===== src/rtl/intc_pkg.sv =====
package intc_pkg;
  localparam int NUM_SLOTS   = 15;
  localparam int NUM_PINS    = 8;
  localparam int NUM_PEVT    = 11;
  localparam int SYNC_STAGES = 2;
  localparam int NUM_SRC     = NUM_PINS + NUM_PEVT;
  localparam int SLOT_W      = $clog2(NUM_SLOTS);
  localparam int ADDR_W      = 3;
  localparam int DATA_W      = NUM_SLOTS;
  localparam int VEC_W       = 16;
  localparam int BRK_LEVEL   = NUM_SLOTS + 2;
  localparam int LVL_W       = $clog2(BRK_LEVEL + 1);
  localparam logic [VEC_W-1:0] VEC_TOP = 16'hFFFC;

  typedef enum logic [ADDR_W-1:0] {
    REG_REQ = 3'd0,
    REG_EN  = 3'd1,
    REG_SEL = 3'd2,
    REG_POL = 3'd3,
    REG_CTL = 3'd4
  } regAddr_e;

  typedef enum logic [1:0] {
    TK_NONE  = 2'd0,
    TK_RESET = 2'd1,
    TK_MASK  = 2'd2,
    TK_BREAK = 2'd3
  } takeKind_e;

  typedef struct packed {
    logic      take;
    takeKind_e kind;
  } ctlStrobe_t;

  // Source index driving a slot when its select bit is 0.
  function automatic int primarySrc(input int slot);
    case (slot)
      0:  return 0;
      1:  return 1;
      2:  return 9;
      3:  return 10;
      4:  return 11;
      5:  return 12;
      6:  return 13;
      7:  return 14;
      8:  return 5;
      9:  return 6;
      10: return 16;
      11: return 2;
      12: return 3;
      13: return 4;
      default: return 17;
    endcase
  endfunction

  // Source index driving a slot when its select bit is 1.
  function automatic int altSrc(input int slot);
    case (slot)
      0:  return 8;
      9:  return 15;
      10: return 8;
      13: return 7;
      14: return 18;
      default: return primarySrc(slot);
    endcase
  endfunction
endpackage


===== src/rtl/intc_pin_edge.sv =====
module intc_pin_edge
  import intc_pkg::*;
#(
  parameter int PINS   = NUM_PINS,
  parameter int STAGES = SYNC_STAGES
) (
  input  logic            clk,
  input  logic            rst,
  input  logic [PINS-1:0] pins,
  input  logic [PINS-1:0] polarity,
  output logic [PINS-1:0] edges
);
  for (genvar p = 0; p < PINS; p++) begin : g_pin
    logic [STAGES-1:0] chain;
    logic              prevLvl;
    logic              synced;

    always_ff @(posedge clk) begin
      if (rst) begin
        chain   <= '0;
        prevLvl <= 1'b0;
      end else begin
        chain   <= {chain[STAGES-2:0], pins[p]};
        prevLvl <= chain[STAGES-1];
      end
    end

    assign synced   = chain[STAGES-1];
    assign edges[p] = polarity[p] ? (synced & ~prevLvl) : (~synced & prevLvl);

    // a detected edge is a single-cycle event
    a_r5_single_edge: assert property (@(posedge clk) disable iff (rst)
      edges[p] |=> !edges[p]);
  end
endmodule


===== src/rtl/intc_datapath.sv =====
module intc_datapath
  import intc_pkg::*;
#(
  parameter int SLOTS = NUM_SLOTS,
  parameter int PINS  = NUM_PINS,
  parameter int PEVT  = NUM_PEVT
) (
  input  logic               clk,
  input  logic               rst,
  input  logic [PINS-1:0]    pinEdge,
  input  logic [PEVT-1:0]    periphEvt,
  input  logic               wrEn,
  input  logic [ADDR_W-1:0]  wrAddr,
  input  logic [SLOTS-1:0]   wrData,
  input  logic [ADDR_W-1:0]  rdAddr,
  input  ctlStrobe_t         strobe,
  output logic [SLOTS-1:0]   rdData,
  output logic [PINS-1:0]    polBits,
  output logic               maskHit,
  output logic [VEC_W-1:0]   vecAddr
);
  localparam int SRCS = PINS + PEVT;

  logic [SRCS-1:0]   srcVec;
  logic [SLOTS-1:0]  slotEvt;
  logic [SLOTS-1:0]  reqFlags, enFlags, selBits;
  logic              disFlag;
  logic [SLOTS-1:0]  eligible, winMask, reqKeep, reqClr;
  logic [SLOT_W-1:0] winIdx;
  logic [LVL_W-1:0]  takeLvl;
  logic [VEC_W-1:0]  vecReg;
  logic              takeMask;

  assign srcVec = {periphEvt, pinEdge};

  // Per-slot source multiplexer; unshared slots map both choices to one source.
  for (genvar s = 0; s < SLOTS; s++) begin : g_slot
    localparam int PRI = primarySrc(s);
    localparam int ALT = altSrc(s);
    assign slotEvt[s] = selBits[s] ? srcVec[ALT] : srcVec[PRI];
  end

  assign eligible = reqFlags & enFlags;
  assign maskHit  = !disFlag && (|eligible);
  assign winMask  = eligible & (~eligible + SLOTS'(1));

  always_comb begin
    winIdx = '0;
    for (int i = SLOTS - 1; i >= 0; i--) begin
      if (eligible[i]) winIdx = SLOT_W'(i);
    end
  end

  assign takeMask = strobe.take && (strobe.kind == TK_MASK);
  assign reqKeep  = (wrEn && wrAddr == REG_REQ) ? wrData : '1;
  assign reqClr   = takeMask ? winMask : '0;

  always_comb begin
    unique case (strobe.kind)
      TK_MASK:  takeLvl = LVL_W'(winIdx) + LVL_W'(2);
      TK_BREAK: takeLvl = LVL_W'(BRK_LEVEL);
      default:  takeLvl = LVL_W'(1);
    endcase
  end

  always_ff @(posedge clk) begin
    if (rst) begin
      reqFlags <= '0;
      enFlags  <= '0;
      selBits  <= '0;
      polBits  <= '1;
      disFlag  <= 1'b1;
      vecReg   <= VEC_TOP;
    end else begin
      reqFlags <= (reqFlags & reqKeep & ~reqClr) | slotEvt;
      if (wrEn && wrAddr == REG_EN)  enFlags <= wrData;
      if (wrEn && wrAddr == REG_SEL) selBits <= wrData;
      if (wrEn && wrAddr == REG_POL) polBits <= wrData[PINS-1:0];
      if (strobe.take)                    disFlag <= 1'b1;
      else if (wrEn && wrAddr == REG_CTL) disFlag <= wrData[0];
      if (strobe.take) vecReg <= VEC_TOP - ((VEC_W'(takeLvl) - VEC_W'(1)) << 1);
    end
  end

  assign vecAddr = vecReg;

  always_comb begin
    unique case (rdAddr)
      REG_REQ: rdData = reqFlags;
      REG_EN:  rdData = enFlags;
      REG_SEL: rdData = selBits;
      REG_POL: rdData = SLOTS'(polBits);
      REG_CTL: rdData = SLOTS'(disFlag);
      default: rdData = '0;
    endcase
  end

  // a maskable take only happens with an eligible slot and the disable flag clear
  a_r2_take_eligible: assert property (@(posedge clk) disable iff (rst)
    takeMask |-> (!disFlag && (|eligible)));
  // every take leaves the disable flag set
  a_r6_disable_set: assert property (@(posedge clk) disable iff (rst)
    strobe.take |=> disFlag);
  // the taken slot's flag is gone unless a fresh event refilled it
  a_r6_req_cleared: assert property (@(posedge clk) disable iff (rst)
    (takeMask && (slotEvt & winMask) == '0) |=> ((reqFlags & $past(winMask)) == '0));
  // no hardware event is ever lost
  a_r9_event_kept: assert property (@(posedge clk) disable iff (rst)
    1'b1 |=> ((reqFlags & $past(slotEvt)) == $past(slotEvt)));
endmodule


===== src/rtl/intc_control.sv =====
module intc_control
  import intc_pkg::*;
(
  input  logic       clk,
  input  logic       rst,
  input  logic       maskHit,
  input  logic       brkReq,
  input  logic       intAck,
  output ctlStrobe_t strobe,
  output logic       irqPending
);
  typedef enum logic {ST_IDLE, ST_HOLD} state_e;

  state_e state;
  logic   resetPend;

  always_comb begin
    strobe = '{take: 1'b0, kind: TK_NONE};
    if (state == ST_IDLE) begin
      if (resetPend)    strobe = '{take: 1'b1, kind: TK_RESET};
      else if (maskHit) strobe = '{take: 1'b1, kind: TK_MASK};
      else if (brkReq)  strobe = '{take: 1'b1, kind: TK_BREAK};
    end
  end

  always_ff @(posedge clk) begin
    if (rst) begin
      state     <= ST_IDLE;
      resetPend <= 1'b1;
    end else begin
      if (strobe.take && strobe.kind == TK_RESET) resetPend <= 1'b0;
      unique case (state)
        ST_IDLE: if (strobe.take) state <= ST_HOLD;
        ST_HOLD: if (intAck)      state <= ST_IDLE;
        default:                  state <= ST_IDLE;
      endcase
    end
  end

  assign irqPending = (state == ST_HOLD);

  // a take raises pending on the next edge
  a_r7_take_pends: assert property (@(posedge clk) disable iff (rst)
    strobe.take |=> irqPending);
  // pending persists without acknowledge
  a_r7_hold_until_ack: assert property (@(posedge clk) disable iff (rst)
    (irqPending && !intAck) |=> irqPending);
  // acknowledge retires the vector
  a_r7_ack_drops: assert property (@(posedge clk) disable iff (rst)
    (irqPending && intAck) |=> !irqPending);
endmodule


===== src/rtl/prio_vec_intc.sv =====
module prio_vec_intc
  import intc_pkg::*;
(
  input  logic                 clk,
  input  logic                 rst,
  input  logic [NUM_PINS-1:0]  extPins,
  input  logic [NUM_PEVT-1:0]  periphEvt,
  input  logic                 brkReq,
  input  logic                 intAck,
  input  logic                 wrEn,
  input  logic [ADDR_W-1:0]    wrAddr,
  input  logic [DATA_W-1:0]    wrData,
  input  logic [ADDR_W-1:0]    rdAddr,
  output logic [DATA_W-1:0]    rdData,
  output logic                 irqPending,
  output logic [VEC_W-1:0]     vecAddr
);
  logic [NUM_PINS-1:0] pinEdge;
  logic [NUM_PINS-1:0] polBits;
  logic                maskHit;
  ctlStrobe_t          strobe;

  intc_pin_edge #(.PINS(NUM_PINS), .STAGES(SYNC_STAGES)) u_edge (
    .clk(clk), .rst(rst), .pins(extPins), .polarity(polBits), .edges(pinEdge)
  );

  intc_datapath #(.SLOTS(NUM_SLOTS), .PINS(NUM_PINS), .PEVT(NUM_PEVT)) u_dp (
    .clk(clk), .rst(rst), .pinEdge(pinEdge), .periphEvt(periphEvt),
    .wrEn(wrEn), .wrAddr(wrAddr), .wrData(wrData), .rdAddr(rdAddr),
    .strobe(strobe), .rdData(rdData), .polBits(polBits),
    .maskHit(maskHit), .vecAddr(vecAddr)
  );

  intc_control u_ctl (
    .clk(clk), .rst(rst), .maskHit(maskHit), .brkReq(brkReq),
    .intAck(intAck), .strobe(strobe), .irqPending(irqPending)
  );

  // the presented vector does not move while awaiting acknowledge
  a_r7_vec_stable: assert property (@(posedge clk) disable iff (rst)
    (irqPending && !intAck) |=> $stable(vecAddr));
  // break is only taken when no maskable slot qualifies
  a_r8_break_lowest: assert property (@(posedge clk) disable iff (rst)
    (strobe.take && strobe.kind == TK_BREAK) |-> !maskHit);
endmodule


===== config.mk =====
export PLATFORM = sky130hd
export DESIGN_NAME = prio_vec_intc
export DESIGN_NICKNAME = d
export VERILOG_FILES = /design/src/rtl/intc_pkg.sv /design/src/rtl/intc_pin_edge.sv /design/src/rtl/intc_datapath.sv /design/src/rtl/intc_control.sv /design/src/rtl/prio_vec_intc.sv
export SDC_FILE = /design/constraint.sdc
export NUM_CORES = 1
export LEC_CHECK = 0
export ABC_AREA = 1
export BUFFER_PORTS_ARGS = -buffer_cell sky130_fd_sc_hd__clkbuf_2
export CORE_MARGIN = 5
export CORE_UTILIZATION = 50
export CTS_CLUSTER_SIZE = 16
export DETAILED_ROUTE_END_ITERATION = 6
export PLACE_DENSITY = 0.75
export SYNTH_ARGS = -nofsm -noshare
export SYNTH_HDL_FRONTEND = slang
export SYNTH_SLANG_ARGS = --single-unit

===== constraint.sdc =====
create_clock -name clk -period 2.5 [get_ports clk]
set_clock_uncertainty 0.2 [all_clocks]
set_input_delay 0.375 -clock clk [delete_from_list [all_inputs] [get_ports clk]]
set_output_delay 0.375 -clock clk [all_outputs]
set_load 0.005 [all_outputs]

# --- Yosys cells after proc, flatten, opt, wreduce, memory -nomap -nowiden ---
# Index checks and enable logic that the tools add are counted.
op_classes:
  n_reduce_logical: 13
  bitwise_logic: 40
  mux: 39
  eq_ne: 11
  addsub: 4
op_table:
  columns: ["op", "n"]
  rows:
  - ["15-bit case mux with 5 select lines", 1]
  - ["15-bit bitwise AND", 4]
  - ["4-bit 2-to-1 mux", 15]
  - ["15-bit 2-to-1 mux", 2]
  - ["15-bit inverter", 2]
  - ["1-bit inverter", 17]
  - ["1-bit bitwise AND", 16]
  - ["16-bit subtractor (first input constant)", 1]
  - ["15-bit by 1-bit adder with 15-bit output (second input constant)", 1]
  - ["1-bit 2-to-1 mux", 15]
  - ["15-bit bitwise OR", 1]
  - ["15-bit OR reduction", 1]
  - ["3-bit by 2-bit == test with 1-bit output (second input constant)", 4]
  - ["3-bit 2-to-1 mux", 4]
  - ["5-bit case mux with 2 select lines", 1]
  - ["1-bit logical AND", 8]
  - ["3-bit by 1-bit == test with 1-bit output (second input constant)", 2]
  - ["3-bit == test (second input constant)", 2]
  - ["3-bit zero test", 2]
  - ["5-bit by 1-bit subtractor with 6-bit output (second input constant)", 1]
  - ["4-bit by 2-bit adder with 5-bit output (second input constant)", 1]
  - ["2-bit == test (second input constant)", 2]
  - ["2-bit by 1-bit == test with 1-bit output (second input constant)", 1]
  - ["1-bit case mux with 2 select lines", 1]
  - ["other kinds (2)", 2]
totals:
  inputBits: 45
  regBits: 96
  output_inout_bits: 32
  word_cells: 131

# --- Longest topological paths before layout ---
# Gate-level depths: netlist of run 1.
logic_depth:
  ltp_word: 20
  ltp_mapped: 26
  depth_no_buf: 26

# --- Modules after synthesis ---
# From an unflattened synthesis of run 1, not the netlist that was laid out.
hier_totals:
  cells_unflattened: 629
  hier_area_um2: 4461.8
by_module_without_submodules:
  columns: ["mod", "n_inst", "area_per_inst_um2", "seq_area_each_um2", "cells_each"]
  rows:
  - ["intc_datapath", 1, 3505.9, 1361.3, 500]
  - ["intc_pin_edge", 1, 853.3, 480.5, 114]
  - ["intc_control", 1, 102.6, 40.0, 15]

# --- Worst setup path after synthesis of run 1 ---
# Ideal clock, no wire load.
synth_path:
  path_type: "register to register"
  start: "register u_dp.reqFlags[4]"
  end: "register u_dp.vecReg[6] (netlist: u_dp.vecAddr[6])"
  path_buffers: 0
  path_stages_with_launch: 20
  arrival_ns: 2.408
  period_less_slack_ns: 2.725
  t_required_ns: 2.183
  slack_ns: -0.225
  setup_ns: 0.117
  cell_sequence: "dfxtp_1 nand2_1 nand2_2 nor2_2 nand2_4 nor2_2 nor2_4 nand3_4 a21oi_4 nand2_1 inv_2 ha_1 inv_1 nor2_2 nand2_1 xor2_1 inv_1 nand3_1 ha_1 o22a_1"
synth_via:
  elab_chain_cells: 10
synth_rtl:
  columns: ["item", "line_no", "source"]
  rows:
  - ["start: declaration", "intc_datapath.sv:26", "logic [SLOTS-1:0] reqFlags, enFlags, selBits;"]
  - ["start signal: assignment", "intc_datapath.sv:75", "reqFlags <= (reqFlags & reqKeep & ~reqClr) | slotEvt;"]
  - ["15-bit bitwise AND *", "intc_datapath.sv:43", "assign eligible = reqFlags & enFlags;"]
  - ["4-bit 2-to-1 mux / 15-bit OR reduction (equally long branches)", "intc_datapath.sv:50, intc_datapath.sv:44", null]
  - ["4-bit 2-to-1 mux / 1-bit logical AND (equally long branches)", "intc_datapath.sv:50, intc_datapath.sv:44", null]
  - ["4-bit 2-to-1 mux / 3-bit 2-to-1 mux (equally long branches)", "intc_datapath.sv:50, intc_control.sv:21", null]
  - ["4-bit 2-to-1 mux / 3-bit 2-to-1 mux (equally long branches)", "intc_datapath.sv:50, intc_control.sv:20", null]
  - ["4-bit 2-to-1 mux / 3-bit 2-to-1 mux (equally long branches)", "intc_datapath.sv:50, intc_control.sv:19", null]
  - ["4-bit by 2-bit adder with 5-bit output / 2-bit == test (equally long branches)", "intc_datapath.sv:60, intc_datapath.sv:59", null]
  - ["5-bit case mux with 2 select lines", "intc_datapath.sv:59", "unique case (strobe.kind)"]
  - ["5-bit by 1-bit subtractor with 6-bit output", "intc_datapath.sv:81", "if (strobe.take) vecReg <= VEC_TOP - ((VEC_W'(takeLvl) - VEC_W'(1)) << 1);"]
  - ["16-bit subtractor", "intc_datapath.sv:81", null]
  - ["end signal: assignment", "intc_datapath.sv:81", null]
  - ["end: declaration", "intc_datapath.sv:31", "logic [VEC_W-1:0] vecReg;"]
# Mark *: on every way between the ends. The rest lies on a longest branch, timed or not.
# A chain may end at the register's enable or synchronous reset.

# --- Worst setup path in the final report of run 1 ---
layout_path:
  start: "register u_dp.reqFlags[9]"
  end: "register u_dp.vecReg[6] (netlist: u_dp.vecAddr[6])"
layout_via:
  elab_chain_cells: 15
layout_rtl:
  columns: ["item", "line_no", "source"]
  rows:
  - ["15-bit bitwise AND *", "intc_datapath.sv:43", null]
  - ["4-bit 2-to-1 mux (10 in a row)", "intc_datapath.sv:50", "if (eligible[i]) winIdx = SLOT_W'(i);"]
  - ["4-bit by 2-bit adder with 5-bit output", "intc_datapath.sv:60", "TK_MASK: takeLvl = LVL_W'(winIdx) + LVL_W'(2);"]
  - ["5-bit case mux with 2 select lines", "intc_datapath.sv:59", null]
  - ["5-bit by 1-bit subtractor with 6-bit output", "intc_datapath.sv:81", null]
  - ["16-bit subtractor", "intc_datapath.sv:81", null]
# Marked as above.

==> impl_metrics.yaml, run 1 <==
status:
  status: "complete, but fails checks"
  violations: "setup timing"
drt:
  drtIter0Drc: 354
  first_pass_iters: 5
  post_drt_wl_per_cell_um: 15.5
  via_per_inst: 5.44
  vias: 4697
  wirelength_mm: 13.4
  remaining_drc_errors: 0
  ant_nets: 0
power:
  p_total_mw: 3.10
  switchingPower_mw: 0.882
  comb_power_share_pct: 14.5
  p_leak_nw: 2.79
  p_per_area_nw_per_um2: 526
  ir_worst_vdd_v: 0.000317
  pwr-share-clk_pct: 34.2
  swShare_pct: 28.4
  power_frac_seq_pct: 51.3
  internal_power_mw: 2.22
critical_path:
  cp_max_fo: 4
  start_kind: "flip-flop"
  path_class: "flip-flop to flip-flop"
  endpoint_kind: "flip-flop"
  crit_arrival_ps: 2760
  r2r_start: "u_dp.reqFlags[9]"
  crit_start: "u_dp.reqFlags[9]"
  crit_required_ps: 2570
timing:
  fin_setup_tns_ps: -188
  relSlewSlack_pct: 58.0
  hold_violations: 0
  fmax_mhz: 372
  finalCritPeriodShare_pct: 108
  tightest_slew_ps: 628
  drv_slew: 0
  rsz0062_at_grt: "true"
  layout_min_cycle_time_ps: 2690
  setup_violations: 1
  fin_ws_ps: -188
global_route:
  grt_pass1_vias: 4431
  grt_usage_pct: 24.9
  grt_max_degree: 36
  antenna_found_initial: 0
  grt_overflow_total: 0
  grt_pass1_wl_mm: 20.6
clock_network:
  cts_tree: "yes"
  cts_max_level: 3
  clk_path_buf_depth: 2
  ctsRootBufferMaster: "clkbuf_8"
  cts.sinks: 93
  clk_pin_slew_worst_paths_ps: 110
  clkLatencyLatePin_ps: 380
  cts-buffers-inserted: 9
synth:
  synthSimpleGateAreaFrac_pct: 27.4
  yosys-top-cells-area: "dfxtp_1 (43%), nor2_1 (7.5%), nand2_1 (6.9%)"
  yosys.area_share.xor_xnor_pct: 0.405
  synth_top_family_by_area: "simple AND/OR/NAND/NOR gates"
  ys_warn_count: 0
  synth_fa_ha_area_share_pct: 1.16
  synth_compound_area_share_pct: 17.2
  synthMuxAreaShare_pct: 0.694
  synth_cell_types: 39
  ys_ff_latch: 93
  synth-main-ff-cell: "dfxtp_1"
  syn_inst: 594
  avgSynthCellArea_um2: 7.28
  seq_area_frac_synth_pct: 43.0
  yosys.area.top_type: "dfxtp_1"
  yosys.area.top_type_share_pct: 43.0
  ys_async_sr_fraction_pct: 0
  synth_area_um2: 4330
  synth_edf_count: 0
die:
  die_h_um: 103
  fp-row-count: 34
  core_area_um2: 8590
  initial_utilization_pct: 50.3
  fp.dieW_um: 103
  boundaryPins: 77
  die_area_um2: 10600
cells_and_area:
  layout.nets: 800
  syn_to_final_growth_pct: 36.3
  final_common_cell: "nor2_1"
  final_cell_mix: "nor2_1 (86), buf_4 (85), clkbuf_2 (75)"
  postLayoutCellArea_um2: 5900
  layout-drive-gt1-share_pct: 36.1
  fillers: 698
  antenna_cells: 0
placed_design:
  hpwl_mm: 9.37
  placed_cell_area_um2: 5340
  gp_congestion: 0.957
  portBuffers: 75
hold_path:
  hold_path_class: "input pin to flip-flop"
  min_from: "periphEvt[3]"
flow_run:
  max_cap_viol_count: 0
-- critical path, cell delays in order, from the launching register on --
cell     delay, ps
dfxtp_2        370
nand2_2         80
nand2_2        110
nor2_4          60
nand2_2         90
nor2_4          50
nor2_4         110
nand3_4        120
a21oi_4        140
nand2_2         70
inv_2           70
ha_4           140
inv_4           40
o21ai_2         50
nand2_1         70
nor2_1          90
nand2_1        100
inv_2           80
nand3_2        100
ha_4           220
o22a_1         210
-- final cells by class --
cell class / count / area [um2] / share of cell area (%)
multi-input cells: 394 / 2230 / 37.8
flip-flops and latches: 93 / 1900 / 32.2
repair buffers: 170 / 1110 / 18.9
inverters: 83 / 315 / 5.35
well taps: 108 / 135 / 2.29
clock buffers: 9 / 124 / 2.10
clock inverters: 7 / 77.6 / 1.32
-- synth_stat cells (4+ instances only) --
| cell | instances |
|---|---|
| or2_1 | 6 |
| nand3_1 | 47 |
| o21ai_0 | 48 |
| nand2_2 | 7 |
| o2111ai_1 | 7 |
| o221ai_1 | 12 |
| nor2_1 | 87 |
| nand2_1 | 79 |
| inv_1 | 74 |
| clkbuf_1 | 19 |
| a21oi_1 | 33 |
| a31oi_1 | 6 |
| nand4_1 | 16 |
| o211ai_1 | 7 |
| dfxtp_1 | 93 |
| nor2_2 | 7 |
| inv_2 | 6 |
| ha_1 | 4 |
-- through the flow --
stage / hold WS, ps / util [%] / worst slack (ps) / std cells
3_5_place_dp: 194 / 62.1 / -220 / 827
5_1_grt: 16.1 / 68.6 / -317 / 864
2_1_floorplan: 188 / - / -150 / 596
3_3_place_gp: 190 / 62.1 / -96.0 / 827
6_report: 8.93 / 68.6 / -188 / 864
4_1_cts: 9.89 / 67.1 / -112 / 859
-- registers in the layout, indices dropped and copies added, names as in the netlist, 8 cells and up --
signal                cells
u_edge.g_pin.chain       16
u_edge.g_pin.prevLvl      8
u_dp.enFlags             15
u_dp.reqFlags            15
u_dp.vecAddr             13
u_dp.polBits              8
u_dp.selBits             15
-- power by group through the flow --
stage / sequential [mW] / combinational (mW) / clock [mW]
floorplan: 1.62 / 0.207 / 0
global placement: 1.62 / 0.391 / 0
detailed placement: 1.62 / 0.398 / 0
CTS: 1.59 / 0.423 / 1.05
global route: 1.60 / 0.498 / 1.13
finish: 1.59 / 0.451 / 1.06
-- cells by family (layout without fill, tap and decap cells) --
| logic type | Yosys count | after routing |
|---|---|---|
| xor gates and xnor gates | 2 | 2 |
| adders and majority gates | 4 | 4 |
| DFF | 93 | 93 |
| other | 2 | 4 |
| and+or+nand+nor | 259 | 259 |
| muxes | 3 | 3 |
| buffers and inverters | 109 | 269 |
| AOI/OAI and AO/OA | 122 | 122 |
-- final timing paths --
path	cells past startpoint	end	slack (ps)
min	3	u_dp.reqFlags[4]	9
max	20	u_dp.vecAddr[6]	-190
min reg2reg	2	u_edge.g_pin[1].chain[1]	210
max reg2reg	20	u_dp.vecAddr[6]	-190
-- timing repair --
item / CTS / global route
buffers inserted: 7 / 5
hold endpoints to repair: 9 / 0
hold buffers: 9 / 0
pin swaps: 10 / 13
endpoints found under the setup margin: 1 / 3
resized for setup: 26 / 27
-- routing by layer --
metal | part of all wire, % | up-vias | track usage (%)
met2 | 48 | 224 | 41.1
met5 | 0 | - | 0
met1 | 41 | 2164 | 32.1
li1 | - | 2266 | -
met3 | 8.7 | 43 | 4.19
met4 | 3.2 | 0 | 10.5
Note: power is estimated with default switching activity, not from simulation.
==> run 2: changes to the inputs <==
Settings changed: PLACE_DENSITY 0.75 to 0.79.
==> run 2 against run 1 <==
  * The run still ends with setup timing left
  * Combinational power barely moved
  * Critical path depth down 1
  * Clock power about the same
  * Worst hold slack better by 6.9 ps
  * Sequential cell count stayed put
  * Sequential power hardly changed
  * Cell count did not move
  * Highest routed layer unchanged
==> impl_metrics.yaml, run 2 (synthesis gave the netlist of run 1 again) <==
status:
  status: "complete, but fails checks"
  violations: "setup timing"
cells_and_area:
  postLayoutCellArea_um2: 5950
  top_register: "u_edge.g_pin.chain"
  final_cell_mix: "nor2_1 (86), buf_4 (86), clkbuf_2 (75)"
  syn_to_final_growth_pct: 37.6
  fillers: 684
  layout-drive-gt1-share_pct: 36.9
  antenna_cells: 0
  largest_reg_flops: 16
  final_cells: 864
  layout.nets: 800
timing:
  fin_setup_tns_ps: -177
  finalCritPeriodShare_pct: 106
  drv_slew: 0
  fin_ws_ps: -162
  tightest_slew_ps: 659
  layout_min_cycle_time_ps: 2660
  fmax_mhz: 376
  hold_violations: 0
  rsz0062_at_grt: "true"
  setup_violations: 2
  relSlewSlack_pct: 55.9
placed_design:
  dp.cells: 821
  portBuffers: 75
  gp_congestion: 0.927
  placed_cell_area_um2: 5290
  hpwl_mm: 9.34
global_route:
  grt_max_degree: 49
  antenna_found_initial: 0
  grt_usage_pct: 24.7
  grt_pass1_wl_mm: 20.6
  grt_overflow_total: 0
  grt_pass1_vias: 4343
critical_path:
  crit_start: "u_dp.reqFlags[14]"
  crit_required_ps: 2570
  path_class: "flip-flop to flip-flop"
  slowest_delay_ps: 360
  worstPathCellList: "nand2_2 -> inv_4 -> nand3_2 -> nand2_2 -> nand2_2 -> nand2_1 -> nand2_1 -> nand2_1 -> nand2_2 -> inv_2 -> ha_4 -> xor2_4 -> nor2_4 -> inv_2 -> nand4_1 -> nand2_1 -> nand3_2 -> ha_4 -> o22a_1"
  cpMaxStageDelayCell: "dfxtp_2"
  start_kind: "flip-flop"
  crit_arrival_ps: 2730
  endpoint_kind: "flip-flop"
  r2r_start: "u_dp.reqFlags[14]"
  cp_max_fo: 3
die:
  die_h_um: 103
  initial_utilization_pct: 50.3
  fp-row-count: 34
  die_area_um2: 10600
  core_area_um2: 8590
  boundaryPins: 77
  fp.dieW_um: 103
hold_path:
  hold_path_class: "input pin to flip-flop"
  min_from: "periphEvt[3]"
power:
  ir_worst_vdd_v: 0.000310
  p_total_mw: 3.10
  p_leak_nw: 2.85
  p_per_area_nw_per_um2: 521
drt:
  wirelength_mm: 13.5
  ant_nets: 0
  first_pass_iters: 6
  drtIter0Drc: 392
  vias: 4751
  post_drt_wl_per_cell_um: 15.7
  remaining_drc_errors: 0
  via_per_inst: 5.50
clock_network:
  clk_pin_slew_worst_paths_ps: 90
  cts_max_level: 3
  cts-buffers-inserted: 9
  cts_tree: "yes"
  clk_path_buf_depth: 2
  cts.sinks: 93
  clkLatencyLatePin_ps: 380
  ctsRootBufferMaster: "clkbuf_8"
flow_run:
  max_cap_viol_count: 0
## run 2: changes by cell type in the layout (fill, tap and decap cells not counted), moves of 2 or more
| cell | change |
|---|---|
| nand2_4 | +6 |
| xor2_2 | -2 |
| clkinv_4 | +3 |
| nand2_1 | -5 |
| inv_6 | -3 |
## run 2: final cells by class
cell class | count | area, um2 | share of cell area [%]
Clock buffer | 10 | 138 | 2.31
Tap cell | 108 | 135 | 2.27
Timing Repair Buffer | 170 | 1110 | 18.7
Clock inverter | 6 | 70.1 | 1.18
Inverter | 83 | 318 | 5.34
Sequential cell | 93 | 1900 | 31.9
Multi-Input combinational cell | 394 | 2280 | 38.3
## run 2: per-stage QoR
stage               util, %  hold WS [ps]  worst slack (ps)
floorplan                 -           188              -150
global placement       61.6           191              -127
detailed placement     61.6           194              -223
CTS                    66.2          10.9              -157
global route           69.2          11.6              -319
finish                 69.2          15.9              -162
## run 2: power by group
| group | internal, mW | switching [mW] | total [mW] |
|---|---|---|---|
| Combinational | 0.193 | 0.261 | 0.454 |
| Sequential | 1.55 | 0.0397 | 1.59 |
| Clock | 0.497 | 0.556 | 1.05 |
## run 2: final timing paths
| path | endpoint | slack (ps) | cells after the start |
|---|---|---|---|
| setup / recovery | u_dp.vecAddr[6] | -160 | 19 |
| hold reg to reg | u_edge.g_pin[4].chain[1] | 210 | 2 |
| hold / removal | u_dp.reqFlags[4] | 20 | 3 |
| setup reg to reg | u_dp.vecAddr[6] | -160 | 19 |
## run 2: layer usage
layer	GRT usage, %	vias up	wire length [um]
li1	-	2267	-
met1	31.9	2196	5290
met2	40.8	253	6540
met3	5.82	35	1370
met4	8.07	0	320
met5	0	-	0
## run 2: what timing repair did
action	4_1_cts	5_1_grt
gates resized for setup	23	44
gates cloned	0	0
endpoints found under the setup margin	1	3
hold buffers	9	0
pin swaps	15	27
setup buffers	8	11
hold endpoints to repair	9	0
## run 2: critical path: cells and delay by family (launching register included)
kind                       cells  cell delay (ps)
adders and majority gates      2              370
DFF                            1              360
AOI/OAI and AO/OA              1              210
buffers and inverters          3              230
and+or+nand+nor               12             1000
xor gates and xnor gates       1              180
==> run 3: changes to the inputs <==
Settings changed: CORE_MARGIN 5 to unset, CORE_UTILIZATION 50 to 55, PLACE_DENSITY 0.79 to 0.83.
Clock period 2.5 ns to 3.34 ns, I/O delays scaled along.
==> run 3 against run 2 <==
  * Clock power fell by 37%
  * The run now ends clean
  * Highest routed layer unchanged
  * Maximum frequency fell by 14%
  * Power fell by 32%
  * Largest power group unchanged
==> impl_metrics.yaml, run 3 (synthesis gave the netlist of run 1 again) <==
critical_path:
  crit_buf_inv: 3
  worstPathCellList: "nand2_1 -> nand2_2 -> nor2_2 -> nand2_2 -> nor2_2 -> nor2_4 -> nand3_4 -> a21oi_4 -> nand2_1 -> inv_2 -> ha_1 -> inv_1 -> nor2_2 -> nand2_1 -> xor2_1 -> inv_1 -> nand3_1 -> ha_1 -> o22a_1"
  worst-r2r-setup-slack_ps: 230
  start_kind: "flip-flop"
  crit_family: "simple AND/OR/NAND/NOR gates"
  crit_required_ps: 3400
  r2r_start: "u_dp.enFlags[10]"
  r2r_cells: 19
  crit_arrival_ps: 3170
  slowest_delay_ps: 410
  path_class: "flip-flop to flip-flop"
  cpMaxStageDelayCell: "dfxtp_1"
  r2r_end: "u_dp.vecAddr[6]"
  cp_max_fo: 9
  crit_cells: 19
  endpoint_kind: "flip-flop"
placed_design:
  placed_cell_area_um2: 4770
  gp_congestion: 0.913
  hpwl_mm: 8.48
  portBuffers: 75
  post-place-ws_ps: 253
  dp.cells: 752
clock_network:
  cts_max_level: 3
  cts_tree: "yes"
  cts-buffers-inserted: 9
  clk_path_buf_depth: 2
  cts.sinks: 93
  ctsRootBufferMaster: "clkbuf_8"
  clk_pin_slew_worst_paths_ps: 90
  cts_resized: 0
  clkLatencyLatePin_ps: 360
global_route:
  grt_overflow_total: 0
  grt_usage_pct: 29.7
  grt_pass1_vias: 4104
  grt_pass1_wl_mm: 19.4
  grt_max_degree: 32
  antenna_found_initial: 0
cells_and_area:
  fillers: 665
  antenna_cells: 0
  postLayoutCellArea_um2: 4950
  final_cells: 769
  layout-drive-gt1-share_pct: 19.4
  final_common_cell: "dfxtp_1"
  largest_reg_flops: 16
  top_register: "u_edge.g_pin.chain"
  syn_to_final_growth_pct: 14.6
  final_cell_mix: "dfxtp_1 (93), nor2_1 (87), nand2_1 (79)"
  layout.nets: 715
drt:
  vias: 4273
  via_per_inst: 5.56
  ant_nets: 0
  remaining_drc_errors: 0
  wirelength_mm: 11.7
  drtIter0Drc: 315
  first_pass_iters: 5
  post_drt_wl_per_cell_um: 15.2
power:
  internal_power_mw: 1.52
  swShare_pct: 27.9
  p_leak_nw: 2.30
  switchingPower_mw: 0.587
  comb_power_share_pct: 12.1
  ir_worst_vdd_v: 0.000239
  pwr-share-clk_pct: 31.4
  power_frac_seq_pct: 56.5
  p_per_area_nw_per_um2: 425
flow_run:
  max_cap_viol_count: 0
die:
  initial_utilization_pct: 58.4
  fp.dieW_um: 90.7
  die_h_um: 90.7
  boundaryPins: 77
  fp-row-count: 31
  core_area_um2: 7410
  die_area_um2: 8220
timing:
  layout_min_cycle_time_ps: 3110
  fin_setup_tns_ps: 0
  tightest_slew_ps: 854
  fin_ws_ps: 230
  relSlewSlack_pct: 43.0
  drv_slew: 0
  fmax_mhz: 322
  finalCritPeriodShare_pct: 93.1
  hold_violations: 0
  setup_violations: 0
hold_path:
  hold_end: "u_edge.g_pin[7].chain[0]"
  hold_path_class: "input pin to flip-flop"
  min_from: "extPins[7]"
  hold_depth: 3
status:
  status: "finished, final reports clean"
[run 3: changes by cell type in the layout (fill, tap and decap cells not counted), moves of 10 or more]
cell	before	now
buf_4	86	10
dfxtp_1	63	93
dfxtp_2	30	0
nand2_1	55	79
nand2_2	21	7
nand2_4	13	3
[run 3: tightest hold or removal path: cells and delay by family]
kind	cells	cell delay [ps]
buffers and inverters	2	120
and+or+nand+nor	1	30
[run 3: power by group through the flow]
stage / sequential [mW] / clock [mW] / combinational, mW
floorplan: 1.21 / 0 / 0.154
global placement: 1.21 / 0 / 0.243
detailed placement: 1.21 / 0 / 0.249
CTS: 1.19 / 0.664 / 0.251
global route: 1.20 / 0.710 / 0.281
finish: 1.19 / 0.661 / 0.254
[run 3: stage by stage]
| step | util, % | hold slack [ps] | total power [mW] |
|---|---|---|---|
| 6_report | 66.9 | 114 | 2.10 |
| 3_3_place_gp | 64.4 | 190 | 1.46 |
| 5_1_grt | 66.9 | 109 | 2.19 |
| 2_1_floorplan | - | 188 | 1.36 |
| 3_5_place_dp | 64.4 | 195 | 1.46 |
| 4_1_cts | 66.7 | 110 | 2.10 |
[run 3: worst max-delay path by stage]
stage	startpoint	endpoint	slack, ps
final	u_dp.enFlags[10]	u_dp.vecAddr[6]	230
after global routing	u_dp.enFlags[6]	u_dp.vecAddr[6]	-5
after CTS	u_dp.enFlags[10]	u_dp.vecAddr[6]	250
after detailed placement	u_dp.enFlags[10]	u_dp.vecAddr[6]	250
after global placement	u_dp.reqFlags[11]	u_dp.vecAddr[6]	450
after floorplan	u_dp.reqFlags[4]	u_dp.vecAddr[6]	610
[run 3: layout make-up]
type	instances	area, um2	area share [%]
multi-input cells	394	2040	41.2
flip-flops and latches	93	1860	37.6
repair buffers	85	450	9.09
inverters	83	313	6.31
clock buffers	10	128	2.58
well taps	99	124	2.50
clock inverters	5	37.5	0.758
[run 3: timing repair]
item                       in CTS  in global routing
hold buffers                    0                  0
setup buffers                   0                  2
setup endpoints to repair       0                  1
[run 3: layer usage]
layer | global-route usage (%) | wire length (um)
met3 | 7.74 | 1030
met4 | 10.3 | 282
met5 | 0 | 0
met2 | 48.8 | 5370
met1 | 37.5 | 5030
